[src/rtl/lrr_pkg.sv]
package lrr_pkg;
  localparam int PIT_LINE = 0;
  localparam int RTC_LINE = 8;

  typedef struct packed {
    logic enterLegacy;
    logic leaveLegacy;
    logic legacyOn;
    logic rtcHeld;
  } modeStrobe_t;
endpackage

[src/rtl/lrr_ctrl.sv]
module lrr_ctrl
  import lrr_pkg::*;
(
  input  logic        clk,
  input  logic        rstN,
  input  logic        legacyMode,
  input  logic        rtcIn,
  output modeStrobe_t strobe,
  output logic        pitEnable
);
  logic legacyQ;
  logic rtcSeenQ;
  logic pitEnQ;

  always_ff @(posedge clk or negedge rstN) begin
    if (!rstN) begin
      legacyQ  <= 1'b0;
      rtcSeenQ <= 1'b0;
      pitEnQ   <= 1'b1;
    end else begin
      legacyQ  <= legacyMode;
      rtcSeenQ <= rtcIn;
      pitEnQ   <= ~legacyMode;
    end
  end

  always_comb begin
    strobe.enterLegacy = legacyMode & ~legacyQ;
    strobe.leaveLegacy = ~legacyMode & legacyQ;
    strobe.legacyOn    = legacyMode;
    strobe.rtcHeld     = rtcSeenQ;
  end

  assign pitEnable = pitEnQ;
endmodule

[src/rtl/lrr_datapath.sv]
module lrr_datapath
  import lrr_pkg::*;
#(
  parameter int NUM_CH    = 4,
  parameter int NUM_LINES = 24,
  parameter int ROUTE_W   = 5
) (
  input  logic                      clk,
  input  logic                      rstN,
  input  modeStrobe_t               strobe,
  input  logic [NUM_CH-1:0]         chanIrq,
  input  logic [NUM_CH*ROUTE_W-1:0] chanRoute,
  input  logic                      pitIn,
  input  logic                      rtcIn,
  output logic [NUM_LINES-1:0]      irqLines
);
  logic [NUM_CH-1:0][ROUTE_W-1:0] dest;
  logic [NUM_CH-1:0]              destOk;
  logic [NUM_LINES-1:0]           chanHit;
  logic [NUM_LINES-1:0]           nextLines;
  logic [NUM_LINES-1:0]           linesQ;

  for (genvar c = 0; c < NUM_CH; c++) begin : gDest
    if (c == 0) begin : gCh0
      assign dest[c] = strobe.legacyOn ? ROUTE_W'(PIT_LINE)
                                       : chanRoute[c*ROUTE_W +: ROUTE_W];
    end else if (c == 1) begin : gCh1
      assign dest[c] = strobe.legacyOn ? ROUTE_W'(RTC_LINE)
                                       : chanRoute[c*ROUTE_W +: ROUTE_W];
    end else begin : gChN
      assign dest[c] = chanRoute[c*ROUTE_W +: ROUTE_W];
    end
    assign destOk[c] = chanIrq[c] && (32'(dest[c]) < NUM_LINES);
  end

  for (genvar l = 0; l < NUM_LINES; l++) begin : gLine
    always_comb begin
      chanHit[l] = 1'b0;
      for (int c = 0; c < NUM_CH; c++) begin
        chanHit[l] = chanHit[l] | (destOk[c] && (dest[c] == ROUTE_W'(l)));
      end
    end
  end

  always_comb begin
    nextLines = chanHit;
    if (!strobe.legacyOn) begin
      nextLines[PIT_LINE] = nextLines[PIT_LINE] | pitIn;
      nextLines[RTC_LINE] = nextLines[RTC_LINE] | rtcIn;
    end
    if (strobe.enterLegacy) begin
      nextLines[PIT_LINE] = 1'b0;
      nextLines[RTC_LINE] = 1'b0;
    end
    if (strobe.leaveLegacy) begin
      nextLines[PIT_LINE] = 1'b0;
      nextLines[RTC_LINE] = strobe.rtcHeld;
    end
  end

  always_ff @(posedge clk or negedge rstN) begin
    if (!rstN) linesQ <= '0;
    else       linesQ <= nextLines;
  end

  assign irqLines = linesQ;
endmodule

[src/rtl/lrr_router.sv]
module lrr_router
  import lrr_pkg::*;
#(
  parameter int NUM_CH    = 4,
  parameter int NUM_LINES = 24,
  parameter int ROUTE_W   = $clog2(NUM_LINES)
) (
  input  logic                      clk,
  input  logic                      rstN,
  input  logic                      legacyMode,
  input  logic [NUM_CH-1:0]         chanIrq,
  input  logic [NUM_CH*ROUTE_W-1:0] chanRoute,
  input  logic                      pitIn,
  input  logic                      rtcIn,
  output logic [NUM_LINES-1:0]      irqLines,
  output logic                      pitEnable
);
  modeStrobe_t strobe;

  lrr_ctrl u_ctrl (
    .clk        (clk),
    .rstN       (rstN),
    .legacyMode (legacyMode),
    .rtcIn      (rtcIn),
    .strobe     (strobe),
    .pitEnable  (pitEnable)
  );

  lrr_datapath #(
    .NUM_CH    (NUM_CH),
    .NUM_LINES (NUM_LINES),
    .ROUTE_W   (ROUTE_W)
  ) u_dp (
    .clk       (clk),
    .rstN      (rstN),
    .strobe    (strobe),
    .chanIrq   (chanIrq),
    .chanRoute (chanRoute),
    .pitIn     (pitIn),
    .rtcIn     (rtcIn),
    .irqLines  (irqLines)
  );
endmodule

[config.mk]
export PLATFORM = sky130hd
export DESIGN_NAME = lrr_router
export DESIGN_NICKNAME = d
export VERILOG_FILES = /design/src/rtl/lrr_pkg.sv /design/src/rtl/lrr_ctrl.sv /design/src/rtl/lrr_datapath.sv /design/src/rtl/lrr_router.sv
export SDC_FILE = /design/constraint.sdc
export NUM_CORES = 1
export LEC_CHECK = 0
export ABC_AREA = 0
export BUFFER_PORTS_ARGS = -buffer_cell sky130_fd_sc_hd__buf_2
export CORE_MARGIN = 5
export CORE_UTILIZATION = 54
export DETAILED_ROUTE_END_ITERATION = 7
export PLACE_DENSITY = 0.85
export SETUP_SLACK_MARGIN = 0.5
export SYNTH_ARGS = -nofsm -noshare
export SYNTH_HDL_FRONTEND = slang
export SYNTH_SLANG_ARGS = --single-unit
export TNS_END_PERCENT = 5
[constraint.sdc]
create_clock -name clk -period 1.97 [get_ports clk]
set_clock_uncertainty 0.2 [all_clocks]
set_input_delay 0.197 -clock clk [delete_from_list [all_inputs] [get_ports clk]]
set_output_delay 0.197 -clock clk [all_outputs]
set_load 0.03 [all_outputs]
# Word level (Yosys, flattened, before mapping)
# Index checks and enable logic that the tools add are counted.
# op_classes
add_sub_neg,0
n_mul,0
div,0
order_cmp,4
eq_ne,92
shift,0
n_mux,8
n_bitwise,78
n_reduce_logical,104
# ops
cell,n
"equality test 5 x 4 -> 1 bit, second input constant",32
"equality test 5 bit, second input constant",32
logical AND 1 bit,100
"equality test 5 x 3 -> 1 bit, second input constant",16
bitwise OR 1 bit,74
"equality test 5 x 2 -> 1 bit, second input constant",8
"equality test 5 x 1 -> 1 bit, second input constant",4
zero test 5 bit,4
"less-than comparator 5 bit, second input constant",4
2-to-1 mux 5 bit,2
2-to-1 mux 1 bit,6
bitwise AND 1 bit,2
NOT 1 bit,2
# word_totals
ff_bits,27
latchBits,0
ram_bits,0
rom_bits,0
input_bits,29
out_inout_bits,25
wordCells,290
mem_count,0

# Longest topological paths before layout
# Gate-level depths: netlist of run 1.
# depth
word_depth,11
ltp_mapped,6
depth_no_buf,4

# Modules after synthesis
# A second synthesis of run 1 with hierarchy kept.
# hier_totals
hier_cells,166
area_unflattened_um2,1621.6
# modules_own_cells
module,instances,cells_per_inst,area_each_um2,seq_area_each_um2
lrr_datapath,1,158,1511.4,600.6
lrr_ctrl,1,8,110.1,76.3

# Worst setup path after synthesis of run 1
# OpenSTA, ideal clock, no wires.
# synth_path
path_type,input-to-reg
from,in legacyMode
to,reg u_dp.linesQ[8] (netlist: u_dp.irqLines[8])
setup_time_ns,0.131
arrival_ns,1.014
required_time_ns,1.639
slack_ns,0.624
stages,6
n_path_buf,2
path_cell_list,buf_2 inv_2 buf_4 o21ai_0 a32oi_1 o221ai_2
# synth_via
elab_chain_len,11
word_cells_on_any_way,20
classes_between,order compare: 2; eq/ne: 2; mux: 5; bitwise: 7; reduce/logical: 4
# synth_lines
element,line_no,text
"start, declared",lrr_router.sv:10,"input logic legacyMode,"
"2-to-1 mux 5 bit, on equally long branches","lrr_datapath.sv:25, lrr_datapath.sv:28",
less-than comparator 5 bit,lrr_datapath.sv:33,assign destOk[c] = chanIrq[c] && (32'(dest[c]) < NUM_LINES);
logical AND 1 bit,lrr_datapath.sv:33,
logical AND 1 bit,lrr_datapath.sv:40,chanHit[l] = chanHit[l] | (destOk[c] && (dest[c] == ROUTE_W'(l)));
bitwise OR 1 bit (3 in series),lrr_datapath.sv:40,
bitwise OR 1 bit,lrr_datapath.sv:49,nextLines[RTC_LINE] = nextLines[RTC_LINE] | rtcIn;
2-to-1 mux 1 bit,lrr_datapath.sv:47,if (!strobe.legacyOn) begin
2-to-1 mux 1 bit,lrr_datapath.sv:51,if (strobe.enterLegacy) begin
2-to-1 mux 1 bit (*),lrr_datapath.sv:55,if (strobe.leaveLegacy) begin
via u_dp.nextLines[8],lrr_datapath.sv:20,logic [NUM_LINES-1:0] nextLines;
"end signal, assigned",lrr_datapath.sv:63,else linesQ <= nextLines;
"end, declared",lrr_datapath.sv:21,logic [NUM_LINES-1:0] linesQ;
# The timed path passes the listed nets; every way through them passes the cells marked *.

# Worst setup path after layout of run 1
# layout_path
from,reg u_ctrl.pitEnQ (netlist: u_ctrl.pitEnable)
to,out pitEnable
# layout_lines
element,line_no,text
"start, declared",lrr_ctrl.sv:13,logic pitEnQ;
"start signal, assigned",lrr_ctrl.sv:23,pitEnQ <= ~legacyMode;
"end, declared",lrr_router.sv:16,output logic pitEnable
# No word-level cell between the ends.

==> summary.md, run 1 <==
- **count of flip-flops with a built-in enable after synthesis** 0
- **worst-path maximum fanout** 1
- **WS Path Type** flip-flop to output pin
- **Non-Filler Cell Area, Final** 2008 um^2
- **diodes inserted** 0
- **Vert. Die Dim** 65.35 um
- **status** complete, no violations
- **clock latency on the worst-skew pair** 0.33 ns
- **post-route setup slack** 0.5249 ns
- **worst vdd rail ir drop** 0.2264 mV
- **Top Usage Layer GRT** met2
- **synth top area cells** dfrtp_1 39%, a22oi_1 5.4%, a221o_1 4.2%
- **setup total negative slack** 0 ns
- **syn nets** 201
- **IO Port Bufs** 53
- **Placement Cell Area** 1941 um^2
- **count of standard-cell rows** 20
- **RSZ-0062 raised after global routing** yes
- **leakage power** 0.9342 nW
- **total clock buffers created by CTS** 3
- **placeable core region** 3003 um^2
- **number of instances in the synthesized netlist** 172
- **max-capacitance violation count** 0
- **number of different library cells in the post-synthesis netlist** 43
- **final-report hold violation count** 0
- **Post-DRT Antenna Nets** 0
- **top achievable clock speed** 692.0 MHz
- **Ys Warns** 0
- **TritonCTS clock tree** yes
- **CTS clock-pin slew for the worst setup and hold paths** 0.14 ns
- **post-detailed-route DRC marker count** 0
- **post-layout util** 0.6688
- **worst hold slack across all endpoints** 0.004762 ns
- **area added between synthesis and finish** 21.41%
- **worst slack at placement** 0.3249 ns
- **number of standard cells in the layout, taps in and fillers out** 262
- **Period Utilization, post-route** 0.7336
- **wire length of the first global-routing pass** 7176 um
- **total instance count after detailed placement** 254
- **root buf cell** clkbuf_4
- **met3 track demand over resource** 0.03761
- **layout cell share with drive strength beyond 1** 0.3013
- **total length of routed wires** 4504 um
- **Die Wd** 65.35 um
- **number of global-route vias before repair** 1,485
- **Bufs on Longest Clock Path** 2
- **area share of the largest cell type after synthesis** 0.3933
- **arrival time reported for the critical path endpoint** 1.05 ns
- **met2 demand-to-capacity share in global routing** 0.3426
- **CP peak stage delay** 0.54 ns
- **Async S/R FF share, synth** 1.000
- **worst path required time** 1.57 ns
- **Power per Cell Area** 537.8 nW/um^2
- **setup violators final** 0
- **slowest stage cell, crit path** dfstp_2
- **synthesized area divided by synthesized cell count** 9.617 um^2
- **worst-path cell chain** buf_2
- **GR Util met1** 0.3032
- **portion of the post-synthesis area used by sequential elements** 0.4092
- **flip-flop and latch count after synthesis** 27
- **overall die area** 4270 um^2
- **number of instances resized during post-cts repair** 0
- **worst path buffer plus inverter count** 1
- **crit path capture type** output pin
- **Setup Fix Bufs, Post-CTS** 0
- **global placement routability congestion** 0.9521
- **total number of vias** 1,742
- **largest net degree at the start of global routing** 28
- **estimated wirelength of the detail-placed design** 3498 um
- **length of the first detailed-routing pass in iterations** 5
- **total track usage** 0.2199
- **Post-synth top cells** 26 x dfrtp_1, 16 x nand2_1, 12 x a22oi_1, 12 x nor2_1
- **vias per cell** 6.649
- **antenna violations before repair** 0
- **worst slew slack as a fraction of its limit** 0.6230
- **GR Overflow Total** 0
- **post-layout minimum cycle time** 1.445 ns
- **number of nets in the finished design** 259
- **routed len/inst** 17.19 um
- **min-delay worst type** primary input to flip-flop
- **CTS HTree Levels** 1
- **filler cell count** 268
- **# IOs** 54
- **most used standard cell by instance count after synthesis** dfrtp_1
- **predominant post-synthesis flop cell** dfrtp_1
- **cell class contributing the biggest share of worst-path delay** flip-flops
- **synthesized cell area** 1654 um^2
- **element type at the critical path start** flip-flop
- **Starting Density** 0.5508
- **initial drt markers** 146
- **number of clock sinks** 27
- **transition time of the tightest slew-check pin** 0.5655 ns
- **final max-slew violation count** 0
- **leading area contributor after synthesis** dfrtp_1
- **total power draw** 1.080 mW
## layer usage
metal / up-vias / part of all wire
met3: 9 / 0.12
met4: 0 / 0.021
met5: - / 0
met1: 802 / 0.40
met2: 133 / 0.45
li1: 798 / -
## worst reg2reg max path: cells and delay by family, from the launching register on
kind            cells  cell delay, ns
compound gates      2            0.29
flops               1            0.44
simple gates        1            0.12
## placed cells by master (no fill, tap or decap), types with 2 or more instances in the layout
master / synthesis / routed
clkbuf_4: 0 / 3
dfrtp_1: 26 / 26
nor4b_2: 2 / 2
a21oi_1: 4 / 4
and2_1: 2 / 2
nor2_1: 12 / 12
o22ai_1: 6 / 6
nand4bb_1: 2 / 2
nand3_1: 7 / 7
a22oi_1: 12 / 12
o211ai_1: 2 / 2
a22o_1: 2 / 2
nor2b_1: 6 / 6
o221ai_1: 7 / 7
o21ai_0: 5 / 5
nand3b_1: 2 / 2
nor3b_1: 4 / 4
dlygate4sd3_1: 0 / 4
and3_1: 4 / 4
nor3_2: 2 / 2
buf_2: 4 / 53
nor3_1: 6 / 6
nand2b_1: 4 / 4
nand2_1: 16 / 16
a32oi_1: 5 / 5
nand4b_1: 2 / 2
a221o_1: 7 / 7
inv_1: 4 / 4
## cell type report
type                    count  area, um^2  area share
well taps                  33       41.29     0.02056
inverters                   5       18.77    0.009346
flip-flops and latches     27       676.9      0.3371
clock inverters             1       5.005    0.002492
repair buffers             58       312.8      0.1558
multi-input cells         135       930.9      0.4636
clock buffers               3       22.52     0.01121
## final timing paths
| kind | from | endpoint | slack [ns] | cells past startpoint |
|---|---|---|---|---|
| worst max-delay path | u_ctrl.pitEnable$_DFF_PN1_ | pitEnable | 0.52 | 1 |
| worst min-delay path | chanRoute[0] | u_dp.irqLines[1]$_DFF_PN0_ | 0.005 | 3 |
| worst max register to register | u_ctrl.legacyQ$_DFF_PN0_ | u_dp.irqLines[8]$_DFF_PN0_ | 0.84 | 3 |
| worst min register to register | u_ctrl.rtcSeenQ$_DFF_PN0_ | u_dp.irqLines[8]$_DFF_PN0_ | 0.39 | 2 |
| max in group asynchronous | rstN | u_ctrl.pitEnable$_DFF_PN1_ | 1.02 | 2 |
| min in group asynchronous | rstN | u_dp.irqLines[18]$_DFF_PN0_ | 0.18 | 2 |
## what timing repair did
item,4_1_cts,5_1_grt
hold buffers,4,0
hold endpoints to repair,29,0
endpoints found under the setup margin,0,2
## cells by family after synthesis
logic type / count (synthesis) / share of synthesized area
AND/OR/NAND/NOR: 78 / 0.2905
buffers and inverters: 10 / 0.02799
XOR/XNOR: 1 / 0.005296
flip-flops: 27 / 0.4092
AO/OA/AOI/OAI: 56 / 0.2670
## where the power goes
group / switching (mW) / internal, mW
clock: 0.167 / 0.0765
combinational: 0.169 / 0.0868
sequential: 0.00600 / 0.575
total: 0.341 / 0.739
## sequential cells by signal (all words and copies together) (netlist names)
signal	cells
u_dp.irqLines	24
u_ctrl.legacyQ	1
u_ctrl.rtcSeenQ	1
u_ctrl.pitEnable	1
No activity file was read; power rests on OpenSTA's default activity.
==> inputs of run 2 (changes only) <==
CORE_UTILIZATION = 50   (was 54)
PLACE_DENSITY = 0.8   (was 0.85)
clock period = 1.4 ns   (was 1.97 ns; I/O delays follow)
==> run 2 against run 1 <==
Compared with the run above:
- the flow now finishes with violations (negative hold slack)
- first-iteration DRC count grew 21%
- total power grew 44%
- die area grew 6.8%
- setup slack lost 0.45 ns
- register-to-register slack lost 0.58 ns
- flip-flop and latch count is the same
- cell count grew 12%
- combinational power grew 61%
- sequential power grew 41%
- sequential share of layout area shrank 3.1 points
- global-route usage is essentially flat
- clock power grew 34%
==> summary.md, run 2 (synthesized netlist as in run 1, its figures left out) <==
- **worst path required time** 1.06 ns, -0.51 ns
- **wire length of the first global-routing pass** 7576 um, +5.6%
- **antenna violations before repair** 0, unchanged
- **post-layout minimum cycle time** 1.323 ns
- **arrival time reported for the critical path endpoint** 0.98 ns, -0.07 ns
- **Post-DRT Antenna Nets** 0, unchanged
- **max-capacitance violation count** 0, unchanged
- **Gate power share** 0.264, +0.027
- **# IOs** 54, unchanged
- **worst hold slack across all endpoints** -0.4022 ns, -0.4069 ns
- **Starting Density** 0.5331, -0.01777
- **number of nets in the finished design** 279, +7.7%
- **net switching fraction of the power** 0.3040, -0.01218
- **GR Overflow Total** 0, unchanged
- **IO Port Bufs** 53, unchanged
- **Placement Cell Area** 2153 um^2, +11%
- **number of clock sinks** 27, unchanged
- **diodes inserted** 0, unchanged
- **setup violators final** 0, unchanged
- **most frequent cells in the layout** 50 x buf_2, 26 x dfrtp_1, 23 x buf_4
- **RSZ-0062 raised after global routing** yes
- **violations in the final reports** negative hold slack
- **post-detailed-route DRC marker count** 0, unchanged
- **number of buffers inserted for hold repair after clock tree synthesis** 1, -3
- **total length of routed wires** 4874 um, +8.2%
- **total track usage** 0.2204, +0.0004367
- **element type at the critical path start** flip-flop
- **worst path buffer plus inverter count** 1, unchanged
- **min-delay worst type** primary input to asynchronous set/reset pin
- **slowest stage cell, crit path** dfstp_2
- **placeable core region** 3103 um^2, +3.3%
- **status** finished, violations left
- **total clock buffers created by CTS** 3, unchanged
- **worst-path maximum fanout** 1, unchanged
- **CTS HTree Levels** 1, unchanged
- **crit path capture type** output pin
- **clock latency on the worst-skew pair** 0.32 ns, about the same
- **Power per Cell Area** 704.0 nW/um^2, +31%
- **Top Usage Layer GRT** met2
- **worst-path cell chain** buf_6
- **transition time of the tightest slew-check pin** 0.5720 ns, +0.006425 ns
- **GR Util met1** 0.2906, -0.01254
- **total power draw** 1.555 mW, +44%
- **CP peak stage delay** 0.55 ns, about the same
- **worst vdd rail ir drop** 0.3358 mV, +48%
- **Die Wd** 67.52 um, +3.3%
- **part of the power in registers** 0.527, -0.011
- **area added between synthesis and finish** 33.51%
- **internal power consumption** 1.082 mW, +47%
- **number of global-route vias before repair** 1,632, +9.9%
- **clock share of power** 0.209, -0.016
- **Vert. Die Dim** 67.52 um, +3.3%
- **largest net degree at the start of global routing** 28, unchanged
- **top achievable clock speed** 755.7 MHz
- **initial drt markers** 176, +21%
- **Period Utilization, post-route** 0.9452
- **leakage power** 1.043 nW, +12%
- **flip-flop count of the largest register, all copies and words added** 24, unchanged
- **WS Path Type** flip-flop to output pin
- **length of the first detailed-routing pass in iterations** 4, -1
- **post-layout util** 0.7117, +0.04294
- **most frequent standard cell in the layout excluding fill and tap cells** buf_2
- **count of standard-cell rows** 20, unchanged
- **layout cell share with drive strength beyond 1** 0.3775, +0.07620
- **TritonCTS clock tree** yes
- **overall die area** 4558 um^2, +6.8%
- **global placement routability congestion** 0.9477, -0.46%
- **estimated wirelength of the detail-placed design** 3986 um, +14%
- **net switching power** 472.6 uW, +38%
- **Bufs on Longest Clock Path** 2, unchanged
- **final max-slew violation count** 0, unchanged
- **Non-Filler Cell Area, Final** 2208 um^2, +10%
- **met3 track demand over resource** 0.03161, -0.005993
- **root buf cell** clkbuf_4
- **routed len/inst** 16.63 um, -3.2%
- **cell class contributing the biggest share of worst-path delay** flip-flops
- **final-report hold violation count** 34, +34
- **worst slew slack as a fraction of its limit** 0.6187, -0.004283
- **Setup Fix Bufs, Post-CTS** 0, unchanged
- **CTS clock-pin slew for the worst setup and hold paths** 0.14 ns, about the same
- **met2 demand-to-capacity share in global routing** 0.3730, +0.03042
- **vias per cell** 6.061, -8.8%
- **total number of vias** 1,776, +2.0%
[run 2: power groups by stage]
stage,sequential [mW],clock (mW),combinational [mW]
after floorplan,0.889,0,0.151
after global placement,0.832,0,0.391
after detailed placement,0.833,0,0.398
after CTS,0.818,0.328,0.404
after global routing,0.822,0.370,0.445
final,0.819,0.325,0.411
[run 2: worst paths after layout]
check	slack (ns)	to	cells past startpoint	from
worst min-delay path	-0.40	u_dp.irqLines[10]$_DFF_PN0_	1	rstN
max in group asynchronous	1.03	u_ctrl.pitEnable$_DFF_PN1_	1	rstN
worst max-delay path	0.08	pitEnable	1	u_ctrl.pitEnable$_DFF_PN1_
worst min register to register	0.40	u_dp.irqLines[8]$_DFF_PN0_	2	u_ctrl.rtcSeenQ$_DFF_PN0_
min in group clk	-0.05	u_dp.irqLines[0]$_DFF_PN0_	4	pitIn
worst max register to register	0.26	u_dp.irqLines[8]$_DFF_PN0_	3	u_ctrl.legacyQ$_DFF_PN0_
[run 2: final cells by class]
type	instances	area (um^2)
Multi-Input combinational cell	135	944.7
Fill cell	267	894.6
Sequential cell	27	676.9
Timing Repair Buffer	78	486.7
Tap cell	44	55.05
Clock buffer	4	26.28
Inverter	5	18.77
[run 2: routing by layer]
metal | up-vias | part of all wire
met5 | - | 0
met4 | 0 | 0.013
met3 | 9 | 0.087
met2 | 90 | 0.49
met1 | 838 | 0.41
li1 | 839 | -
[run 2: stage by stage]
stage / worst slack (ns) / setup TNS (ns) / hold slack (ns) / instances
global route: 0.03605 / 0 / -0.3568 / 293
floorplan: 0.1787 / 0 / -0.3556 / 172
global placement: 0.02194 / 0 / -0.04216 / 288
detailed placement: -0.02455 / -0.02455 / -0.03308 / 288
CTS: 0.07191 / 0 / -0.3865 / 293
finish: 0.07676 / 0 / -0.4022 / 293
[run 2: worst reg2reg max path, delay by kind of cell (launching register included)]
family | cells | cell delay (ns)
AOI/OAI and AO/OA | 2 | 0.34
and+or+nand+nor | 1 | 0.06
DFF | 1 | 0.43
[run 2: what timing repair did]
| item | in CTS | in global routing |
|---|---|---|
| cloned | 0 | 0 |
| resized for setup | 4 | 3 |
| endpoints found under the hold margin | 35 | 31 |
| endpoints found under the setup margin | 48 | 49 |
==> inputs of run 3 (changes only) <==
CORE_UTILIZATION = 41   (was 50)
PLACE_DENSITY = 0.68   (was 0.8)
==> run 3 against run 2 <==
Compared with the run above:
- the run still ends with negative hold slack left
- largest cell class unchanged
- sequential power about the same
- cell count increased by 1.4%
- sequential share of layout area about the same
- register-to-register slack improved by 0.03 ns
- global-route usage decreased by 3.0 points
- critical path type unchanged
- core utilization decreased by 15 points
- highest routed layer unchanged
- via count decreased by 0.56%
- clock-buffer cell count decreased by 1
- setup slack improved by 0.059 ns
==> summary.md, run 3 (synthesized netlist as in run 1, its figures left out) <==
- **status** finished, violations left
- **violations in the final reports** negative hold slack
- **worst path buffer plus inverter count** 1, unchanged
- **wire length of the first global-routing pass** 7962 um, +5.1%
- **total number of vias** 1,766, -0.56%
- **most frequent cells in the layout** 51 x buf_2, 26 x dfrtp_1, 22 x buf_4
- **area added between synthesis and finish** 33.59%, about the same
- **placeable core region** 3943 um^2, +27%
- **count of standard-cell rows** 23, +15%
- **final max-slew violation count** 0, unchanged
- **worst-path maximum fanout** 1, unchanged
- **min-delay worst type** primary input to asynchronous set/reset pin
- **Setup Fix Bufs, Post-CTS** 0, unchanged
- **WS Path Type** flip-flop to output pin
- **IO Port Bufs** 53, unchanged
- **length of the first detailed-routing pass in iterations** 4, unchanged
- **worst path required time** 1.06 ns, about the same
- **arrival time reported for the critical path endpoint** 0.92 ns, -0.06 ns
- **overall die area** 5404 um^2, +19%
- **CP Launch Point** u_ctrl.pitEnable$_DFF_PN1_
- **Non-Filler Cell Area, Final** 2210 um^2, about the same
- **worst slew slack as a fraction of its limit** 0.6007, -0.01795
- **antenna violations before repair** 0, unchanged
- **flip-flop count of the largest register, all copies and words added** 24, unchanged
- **RSZ-0062 raised after global routing** yes
- **transition time of the tightest slew-check pin** 0.5989 ns, +0.02692 ns
- **top achievable clock speed** 791.3 MHz, +4.7%
- **Die Wd** 73.52 um, +8.9%
- **estimated wirelength of the detail-placed design** 4032 um, +1.1%
- **launch instance of the worst register-to-register path** u_ctrl.legacyQ$_DFF_PN0_
- **max-capacitance violation count** 0, unchanged
- **Period Utilization, post-route** 0.9027, -0.04248
- **setup violators final** 0, unchanged
- **global placement routability congestion** 0.8752, -7.7%
- **root buf cell** clkbuf_8
- **initial drt markers** 202, +15%
- **element type at the critical path start** flip-flop
- **number of global-route vias before repair** 1,636, +0.25%
- **Post-DRT Antenna Nets** 0, unchanged
- **Bufs on Longest Clock Path** 2, unchanged
- **number of clock sinks** 27, unchanged
- **leakage power** 1.034 nW, -0.82%
- **slowest stage cell, crit path** dfstp_2
- **CTS HTree Levels** 1, unchanged
- **Power per Cell Area** 749.8 nW/um^2, +6.5%
- **largest net degree at the start of global routing** 28, unchanged
- **Vert. Die Dim** 73.52 um, +8.9%
- **TritonCTS clock tree** yes
- **worst-path cell chain** buf_6
- **worst hold slack across all endpoints** -0.3330 ns, +0.06916 ns
- **layout cell share with drive strength beyond 1** 0.3806, +0.003057
- **post-detailed-route DRC marker count** 0, unchanged
- **CP peak stage delay** 0.54 ns, about the same
- **total clock buffers created by CTS** 3, unchanged
- **total length of routed wires** 5001 um, +2.6%
- **filler cell count** 354, +33%
- **total track usage** 0.1907, -0.02969
- **CTS clock-pin slew for the worst setup and hold paths** 0.09 ns, -0.05 ns
- **post-layout minimum cycle time** 1.264 ns, -0.05947 ns
- **diodes inserted** 0, unchanged
- **most frequent standard cell in the layout excluding fill and tap cells** buf_2
- **Placement Cell Area** 2133 um^2, -0.93%
- **# IOs** 54, unchanged
- **Starting Density** 0.4195, -0.1135
- **routed len/inst** 16.84 um, +1.2%
- **number of nets in the finished design** 277, -0.72%
- **cell class contributing the biggest share of worst-path delay** flip-flops
- **clock latency on the worst-skew pair** 0.27 ns, -0.05 ns
- **worst vdd rail ir drop** 0.3008 mV, -10%
- **final-report hold violation count** 26, -24%
- **vias per cell** 5.946, -1.9%
- **GR Overflow Total** 0, unchanged
- **crit path capture type** output pin
- **total power draw** 1.657 mW, +6.6%
- **number of buffers inserted for hold repair after clock tree synthesis** 1, unchanged
[run 3: changes by cell type in the layout (fill, tap and decap cells not counted), sizes merged]
cell / delta
buf: -2
clkinvlp: +1
clkbuf: -1
[run 3: area by class of cell]
cell class | count | area (um^2) | area share
clock buffers | 3 | 41.29 | 0.01869
clock inverters | 1 | 7.507 | 0.003398
flip-flops and latches | 27 | 676.9 | 0.3063
inverters | 5 | 18.77 | 0.008494
well taps | 50 | 62.56 | 0.02831
repair buffers | 76 | 452.9 | 0.2050
multi-input cells | 135 | 949.7 | 0.4298
[run 3: power breakdown]
part | switching, mW | internal (mW) | total (mW)
sequential | 0.00799 | 0.809 | 0.817
clock | 0.239 | 0.201 | 0.441
combinational | 0.250 | 0.149 | 0.399
[run 3: layer usage]
layer	global-route usage	up-vias	share of wire
met5	0	-	0
met4	0.04829	0	0.012
met3	0.02599	4	0.088
met2	0.2953	95	0.45
met1	0.2792	829	0.44
li1	-	838	-
[run 3: through the flow]
step | setup slack [ns] | setup TNS, ns | util | hold slack (ns) | instances
after floorplan | 0.1787 | 0 | - | -0.3556 | 172
after global placement | -0.002113 | -0.002113 | 0.5411 | -0.02868 | 292
after detailed placement | -0.01458 | -0.02139 | 0.5411 | -0.01948 | 292
after CTS | 0.1339 | 0 | 0.5592 | -0.3155 | 297
after global routing | 0.1108 | 0 | 0.5605 | -0.2852 | 297
final | 0.1362 | 0 | 0.5605 | -0.3330 | 297
[run 3: final timing paths]
check / endpoint / slack, ns / depth (start not counted)
min in group clk: u_dp.irqLines[0]$_DFF_PN0_ / 0.03 / 4
min: u_dp.irqLines[14]$_DFF_PN0_ / -0.33 / 1
max: pitEnable / 0.14 / 1
max in group asynchronous: u_dp.irqLines[21]$_DFF_PN0_ / 0.94 / 1
max reg2reg: u_dp.irqLines[8]$_DFF_PN0_ / 0.29 / 3
min reg2reg: u_dp.irqLines[8]$_DFF_PN0_ / 0.38 / 2
[run 3: repair_timing]
action | in CTS | in global routing
pin swaps | 0 | 0
setup endpoints to repair | 49 | 49
endpoints found under the hold margin | 27 | 26
gates resized for setup | 4 | 1
